**src/rtl/lsu_pkg.sv**
```systemverilog
package lsu_pkg;

  localparam int OP_W = 4;

  localparam logic [OP_W-1:0] OP_AND  = 4'd0;
  localparam logic [OP_W-1:0] OP_OR   = 4'd1;
  localparam logic [OP_W-1:0] OP_NOR  = 4'd2;
  localparam logic [OP_W-1:0] OP_XOR  = 4'd3;
  localparam logic [OP_W-1:0] OP_ANDI = 4'd4;
  localparam logic [OP_W-1:0] OP_ORI  = 4'd5;
  localparam logic [OP_W-1:0] OP_XORI = 4'd6;
  localparam logic [OP_W-1:0] OP_SLL  = 4'd7;
  localparam logic [OP_W-1:0] OP_SRL  = 4'd8;
  localparam logic [OP_W-1:0] OP_LUI  = 4'd9;

  typedef enum logic [1:0] {
    BK_AND = 2'd0,
    BK_OR  = 2'd1,
    BK_NOR = 2'd2,
    BK_XOR = 2'd3
  } bit_kind_e;

endpackage

```
**src/rtl/lsu_bitwise.sv**
```systemverilog
module lsu_bitwise
  import lsu_pkg::*;
#(
  parameter int DATA_W = 32
) (
  input  logic [DATA_W-1:0] opa,
  input  logic [DATA_W-1:0] opb,
  input  bit_kind_e         kind,
  output logic [DATA_W-1:0] res
);

  // One bit pair in, one bit out: no interaction between positions.
  function automatic logic bit_op(input bit_kind_e k, input logic x, input logic y);
    case (k)
      BK_AND:  bit_op = x & y;
      BK_OR:   bit_op = x | y;
      BK_NOR:  bit_op = ~(x | y);
      default: bit_op = x ^ y;
    endcase
  endfunction

  for (genvar i = 0; i < DATA_W; i++) begin : g_lane
    assign res[i] = bit_op(kind, opa[i], opb[i]);
  end

endmodule

```
**src/rtl/lsu_shift.sv**
```systemverilog
module lsu_shift #(
  parameter int DATA_W = 32,
  parameter int SH_W   = $clog2(DATA_W)
) (
  input  logic [DATA_W-1:0] din,
  input  logic [SH_W-1:0]   amt,
  input  logic              go_right,
  output logic [DATA_W-1:0] dout
);

  logic [DATA_W-1:0] pre_flip;
  logic [DATA_W-1:0] post_flip;
  logic [DATA_W-1:0] stage [SH_W+1];

  // A right shift reuses the left-shift stages by mirroring the word in and out.
  for (genvar i = 0; i < DATA_W; i++) begin : g_mirror
    assign pre_flip[i]  = go_right ? din[DATA_W-1-i] : din[i];
    assign post_flip[i] = stage[SH_W][DATA_W-1-i];
  end

  assign stage[0] = pre_flip;

  for (genvar k = 0; k < SH_W; k++) begin : g_stage
    assign stage[k+1] = amt[k] ? (stage[k] << (1 << k)) : stage[k];
  end

  assign dout = go_right ? post_flip : stage[SH_W];

endmodule

```
**src/rtl/logic_shift_unit.sv**
```systemverilog
module logic_shift_unit
  import lsu_pkg::*;
#(
  parameter int DATA_W = 32,
  parameter int IMM_W  = 16,
  parameter int SH_W   = $clog2(DATA_W)
) (
  input  logic [DATA_W-1:0] src_a,
  input  logic [DATA_W-1:0] src_b,
  input  logic [IMM_W-1:0]  imm16,
  input  logic [SH_W-1:0]   shamt,
  input  logic [OP_W-1:0]   op_code,
  output logic [DATA_W-1:0] result,
  output logic              illegal_op
);

  localparam int PAD_W = DATA_W - IMM_W;

  function automatic logic [DATA_W-1:0] zext_const(input logic [IMM_W-1:0] c);
    zext_const = {{PAD_W{1'b0}}, c};
  endfunction

  function automatic logic [DATA_W-1:0] upper_const(input logic [IMM_W-1:0] c);
    upper_const = {c, {PAD_W{1'b0}}};
  endfunction

  // Decode flags, kept as named wires for the checker.
  logic      op_legal;
  logic      op_is_imm;
  logic      op_is_shift;
  logic      op_is_lui;
  logic      shift_right;
  bit_kind_e kind;

  always_comb begin
    op_legal    = 1'b1;
    op_is_imm   = 1'b0;
    op_is_shift = 1'b0;
    op_is_lui   = 1'b0;
    shift_right = 1'b0;
    kind        = BK_AND;
    case (op_code)
      OP_AND:  kind = BK_AND;
      OP_OR:   kind = BK_OR;
      OP_NOR:  kind = BK_NOR;
      OP_XOR:  kind = BK_XOR;
      OP_ANDI: begin kind = BK_AND; op_is_imm = 1'b1; end
      OP_ORI:  begin kind = BK_OR;  op_is_imm = 1'b1; end
      OP_XORI: begin kind = BK_XOR; op_is_imm = 1'b1; end
      OP_SLL:  op_is_shift = 1'b1;
      OP_SRL:  begin op_is_shift = 1'b1; shift_right = 1'b1; end
      OP_LUI:  op_is_lui = 1'b1;
      default: op_legal = 1'b0;
    endcase
  end

  logic [DATA_W-1:0] opb_eff;
  logic [DATA_W-1:0] logic_res;
  logic [DATA_W-1:0] shift_res;
  logic [DATA_W-1:0] lui_res;

  assign opb_eff = op_is_imm ? zext_const(imm16) : src_b;
  assign lui_res = upper_const(imm16);

  lsu_bitwise #(.DATA_W(DATA_W)) u_bitwise (
    .opa  (src_a),
    .opb  (opb_eff),
    .kind (kind),
    .res  (logic_res)
  );

  lsu_shift #(.DATA_W(DATA_W), .SH_W(SH_W)) u_shift (
    .din      (src_a),
    .amt      (shamt),
    .go_right (shift_right),
    .dout     (shift_res)
  );

  always_comb begin
    if (!op_legal)        result = '0;
    else if (op_is_shift) result = shift_res;
    else if (op_is_lui)   result = lui_res;
    else                  result = logic_res;
  end

  assign illegal_op = ~op_legal;

endmodule

```
**config.mk**
```make
export PLATFORM = sky130hd
export DESIGN_NAME = logic_shift_unit
export DESIGN_NICKNAME = d
export VERILOG_FILES = /design/src/rtl/lsu_pkg.sv /design/src/rtl/lsu_bitwise.sv /design/src/rtl/lsu_shift.sv /design/src/rtl/logic_shift_unit.sv
export SDC_FILE = /design/constraint.sdc
export NUM_CORES = 1
export LEC_CHECK = 0
export ABC_AREA = 1
export CAP_MARGIN = 20
export CORE_MARGIN = 2
export CORE_UTILIZATION = 60
export DETAILED_ROUTE_END_ITERATION = 10
export DONT_BUFFER_PORTS = 1
export GPL_TIMING_DRIVEN = 0
export PLACE_DENSITY = 0.75
export RECOVER_POWER = 100
export SLEW_MARGIN = 40
export SYNTH_ARGS = -nofsm -noshare
export SYNTH_HDL_FRONTEND = slang
export SYNTH_SLANG_ARGS = --single-unit
```
**constraint.sdc**
```tcl
create_clock -name vclk -period 1.9
set_input_delay 0 -clock vclk [all_inputs]
set_output_delay 0 -clock vclk [all_outputs]
set_load 0.005 [all_outputs]
```
==> summary.md, run 1 <==
| Metric | Value |
|---|---|
| Outcome | `complete, but fails checks` |
| Failing checks | `setup timing` |
| Top cells by area, synth | `nand3_1, nand2_1, ha_1` |
| Avg Cell Area, Syn | `between 5 and 6 sq um` |
| DP Area | `5459 sq um` |
| Critical path startpoint category | `input port` |
| Length of the first detailed-routing pass in iterations | `6` |
| Crit path required time | `between 1.5 and 2 ns` |
| Unrepaired setup endpoints after global routing | `true` |
| Leakage | `2.997 nW` |
| Layout cell share with drive strength beyond 1 | `10.47%` |
| WHS | `0.3949 ns` |
| Final ANT Viol Nets | `0` |
| Minimum clock period | `1.991 ns` |
| CLK BUF | `0` |
| Largest net degree at the start of global routing | `11` |
| Max Slew Vio Count | `0` |
| Global Route Usage Sum | `49.51%` |
| 1st-iter DRT viols | `about 1300` |
| Initial antenna violation count | `0` |
| Die Span X | `98.20 microns` |
| Area growth syn-to-layout | `9.659%` |
| Slew margin rel. | `48.93%` |
| First-pass GRT wire length | `around 38 mm` |
| Crit-path max FO | `8` |
| FP Rows | `34` |
| Top cell type by total area after synthesis | `nand3_1` |
| Synth Instances | `between 1000 and 1500` |
| Max frequency | `between 0.5 and 0.6 GHz` |
| FFs & Latches | `0` |
| Initial core utilization | `61.35%` |
| IO Port Bufs | `0` |
| Drc violations | `0` |
| Cells after DPL | `1146` |
| PD cells | `277.3 nW/um^2` |
| Count of cell types in the netlist | `24` |
| FILL cells | `approximately 860` |
| Syn_nets | `roughly 1200` |
| Vias in the first global route | `7180` |
| Global route total overflow | `0` |
| Hold Path Class | `in2out` |
| Die area | `9642 sq um` |
| Final worst setup slack | `-0.09097 ns` |
| Net count, final | `1196` |
| Fin crit share | `104.8%` |
| Mapped cell area | `5324 sq um` |
| Top-area cell type share of the netlist area | `29.99%` |
| Endpoints failing setup | `9` |
| Overall power consumption | `roughly 0.0016 W` |
| # diodes | `0` |
| WS Path Type | `in2out` |
| Final hold vios | `0` |
| Non-Filler Instances | `1149` |
| WL per Instance | `22.38 microns` |
| Die Height | `roughly 98 microns` |
| CP endpoint kind | `output pin` |
| Final Instance Area | `5838 sq um` |
| GPL Wtd Cong | `1.073` |
| IO Pins | `approximately 120` |
| Hold_buf cts | `0` |
| Core footprint | `8678 sq um` |
| WP data arrival | `1.99 ns` |
| Max-cap violations | `0` |
| Cell with the most instances after synthesis | `nand3_1` |
| Via count | `8104` |
| Setup TNS | `-0.4086 ns` |
| Final wirelength | `25.72 mm` |
| Top post-synthesis cells by count | `nand3_1, nand2_1, inv_1` |
| Worst-Margin Slew | `0.7660 ns` |
| Synth warnings | `0` |
| Register Area | `0 sq um` |
| Maximum VDD drop | `0.1922 mV` |
| Drt via density | `a little over 7` |
| Sequential share of the synthesized area | `0%` |
| Dpl hpwl | `between 15 and 20 mm` |
-- power breakdown --
part | internal, W | total, W | switching, W
logic | 0.000509 | 0.00162 | 0.00111
registers | 0 | 0 | 0
clock network | 0 | 0 | 0
-- per-stage QoR --
step           utilization (%)  setup slack (ns)
3_5_place_dp             62.90           -0.6113
6_report                 67.27          -0.09097
2_1_floorplan                -            0.1318
5_1_grt                  67.27           -0.1412
3_3_place_gp             62.90           -0.5991
4_1_cts                  63.47          -0.07056
-- cells by family after synthesis --
group           count (synthesis)  synth area share, %
fa+ha+maj                      64                15.04
compound gates                136                16.55
simple gates                  645                53.84
buf+inv                       193                14.57
-- cell type report --
class | count | area (sq um) | area share [%]
multi-input cells | 845 | 4803 | 82.28
inverters | 115 | 439.2 | 7.522
plain buffers | 78 | 407.9 | 6.987
repair buffers | 3 | 52.55 | 0.9001
well taps | 108 | 135.1 | 2.315
-- per-layer routing --
layer | up-vias | share of wire (%) | track usage, %
li1 | 3553 | - | -
met1 | 3610 | 36 | 66.39
met2 | 781 | 41 | 75.03
met3 | 160 | 16 | 13.39
met4 | 0 | 6.8 | 20.44
met5 | - | 0 | 0
-- path summary, 6_finish.rpt --
| path | from | end | slack, ns | cells after the start |
|---|---|---|---|---|
| max | op_code[2] | result[7] | -0.09 | 19 |
| min | imm16[1] | result[17] | 0.39 | 4 |
-- placed cells by master (no fill, tap or decap), types with 3 or more instances in the layout --
cell type / count
ha_2: 7
nand2_1: 269
buf_6: 4
inv_1: 102
clkinv_1: 3
nand4_1: 9
o21ai_2: 5
clkbuf_2: 4
nor2_2: 10
buf_1: 17
o2111ai_1: 29
inv_2: 9
clkbuf_1: 26
a21oi_2: 18
o21ai_1: 11
ha_1: 55
buf_2: 19
nand3_2: 4
nor2_1: 27
a21oi_1: 34
o211ai_1: 32
buf_4: 4
nand2_2: 4
nand2_4: 3
o21ai_4: 3
nand3_1: 315
-- repair_timing --
item	4_1_cts	5_1_grt
gates cloned	0	1
pin swaps	2	28
gates resized for setup	24	97
setup endpoints to repair	31	32
setup buffers	0	2
-- critical path, cell delays in order --
cell       delay (ns)
inv_8            0.02
nor2_4           0.09
inv_2            0.05
a21oi_2          0.16
inv_2            0.12
buf_8            0.16
buf_12           0.14
nand2_4          0.07
o21ai_4          0.06
inv_1            0.06
ha_2             0.16
nand2_1          0.05
o2111ai_1        0.09
o211ai_1         0.22
nand2_1          0.17
nand2_1          0.08
a21oi_2          0.16
nand2_1          0.07
inv_1            0.06
Power figures use the tool's default switching activity.
==> run 2: changes to the inputs <==
--- a/config.mk
+++ b/config.mk
@@ -8,12 +8,11 @@
 export ABC_AREA = 1
 export CAP_MARGIN = 20
 export CORE_MARGIN = 2
-export CORE_UTILIZATION = 60
+export CORE_UTILIZATION = 55
 export DETAILED_ROUTE_END_ITERATION = 10
 export DONT_BUFFER_PORTS = 1
 export GPL_TIMING_DRIVEN = 0
-export PLACE_DENSITY = 0.75
-export RECOVER_POWER = 100
+export PLACE_DENSITY = 0.69
 export SLEW_MARGIN = 40
 export SYNTH_ARGS = -nofsm -noshare
 export SYNTH_HDL_FRONTEND = slang
==> run 2 against run 1 <==
Die area is 8.7% higher. The flow still finishes with violations (setup timing). Core utilization is 4.7 points lower. Combinational power is 2% lower. Largest cell class unchanged. Count of clock-buffer cells in the layout stayed put.
==> summary.md, run 2 (synthesized netlist as in run 1, its figures left out) <==
| Metric | Value |
|---|---|
| Max-cap violations | `0` |
| Vias in the first global route | `6760` |
| Length of the first detailed-routing pass in iterations | `7` |
| Outcome | `complete, but fails checks` |
| Leakage | `around 3.0 nW` |
| WL per Instance | `~21 microns` |
| Pre-CTS setup slack | `-0.5375 ns` |
| WP data arrival | `1.94 ns` |
| Final ANT Viol Nets | `0` |
| Max Slew Vio Count | `0` |
| Worst-Margin Slew | `0.7421 ns` |
| Crit path required time | `1.90 ns` |
| Die area | `approximately 10000 sq um` |
| WS Path Type | `in2out` |
| IO Port Bufs | `0` |
| Hold Path Class | `in2out` |
| Maximum VDD drop | `0.1495 mV` |
| FILL cells | `between 1000 and 1500` |
| Global route total overflow | `0` |
| Non-Filler Instances | `1175` |
| FP Rows | `35` |
| Die Span X | `102.4 microns` |
| Register Area | `0 sq um` |
| CLK BUF | `0` |
| Max frequency | `0.5166 GHz` |
| Initial core utilization | `a little under three fifths` |
| IO Pins | `between 100 and 150` |
| Setup TNS | `-0.07945 ns` |
| Global Route Usage Sum | `between 40% and 50%` |
| FFs & Latches | `0` |
| 1st-iter DRT viols | `868` |
| Overall power consumption | `0.001584 W` |
| CP endpoint kind | `output pin` |
| Unrepaired setup endpoints after global routing | `true` |
| Die Height | `about 100 microns` |
| PD cells | `271.6 nW/um^2` |
| Cells after DPL | `about 1200` |
| WHS | `0.3944 ns` |
| Minimum clock period | `1.936 ns` |
| Most frequent cells in the layout | `nand3_1, nand2_1, inv_1` |
| Critical path startpoint category | `input port` |
| GPL Wtd Cong | `1.045` |
| Area growth syn-to-layout | `9.565%` |
| First-pass GRT wire length | `37.00 mm` |
| Endpoints failing setup | `3` |
| Crit-path max FO | `10` |
| Final wirelength | `25.12 mm` |
| Failing checks | `setup timing` |
| Core footprint | `around 9300 sq um` |
| Fin crit share | `101.9%` |
| Final hold vios | `0` |
| Net count, final | `1200` |
| Dpl hpwl | `19.81 mm` |
| Slew margin rel. | `50.53%` |
| Drt via density | `6.674` |
| Commonest non-fill, non-tap cell in the layout | `nand3_1` |
| Drc violations | `0` |
| Layout cell share with drive strength beyond 1 | `10.14%` |
| Initial antenna violation count | `0` |
| Final worst setup slack | `-0.03556 ns` |
| Largest net degree at the start of global routing | `11` |
| Via count | `7842` |
-- run 2: worst paths after layout --
kind | start | endpoint | slack, ns | cells after the start
min | imm16[0] | result[16] | 0.39 | 4
max | op_code[2] | result[28] | -0.04 | 17
-- run 2: through the flow --
| step | utilization [%] | area (sq um) |
|---|---|---|
| global placement | 58.81 | 5485 |
| floorplan | - | 5324 |
| detailed placement | 58.81 | 5485 |
| global route | 62.51 | 5831 |
| CTS | 59.37 | 5538 |
| finish | 62.54 | 5833 |
-- run 2: power breakdown --
| part | switching, W | leakage [nW] | internal, W |
|---|---|---|---|
| Combinational | 0.00108 | 3.02 | 0.000503 |
| Sequential | 0 | 0 | 0 |
| Clock | 0 | 0.00000634 | 0.0000000000715 |
-- run 2: cell type report --
cell class	instances	area [sq um]	share of cell area (%)
buffer	78	409.1	7.014
inverter	115	431.7	7.400
tap	129	161.4	2.767
multi-input combinational	845	4746	81.36
antenna	1	2.502	0.04290
timing repair buffer	7	82.58	1.416
-- run 2: per-layer routing --
layer | part of all wire [%] | GRT usage (%) | vias up
met5 | 0 | 0 | -
met4 | 6.4 | 20.31 | 0
met3 | 15 | 12.18 | 137
met2 | 41 | 71.10 | 641
met1 | 37 | 61.82 | 3497
li1 | - | - | 3567
-- run 2: repair_timing --
item	4_1_cts	5_1_grt
endpoints found under the setup margin	31	32
pin swaps	0	14
cloned	0	1
buffers inserted	0	6
hold buffers	0	0
gates resized for setup	24	78
-- run 2: worst max-delay path, cell delays in order --
cell and delay [ns]:
inv_1 0.03, nor2_1 0.12, inv_1 0.09, a21oi_2 0.12
inv_2 0.09, buf_8 0.15, buf_8 0.14, nand2_1 0.09
ha_1 0.20, nand2_1 0.08, o2111ai_2 0.10, o211ai_1 0.22
nand2_1 0.17, nand2_1 0.08, a21oi_2 0.13, nand2_1 0.06
inv_1 0.06
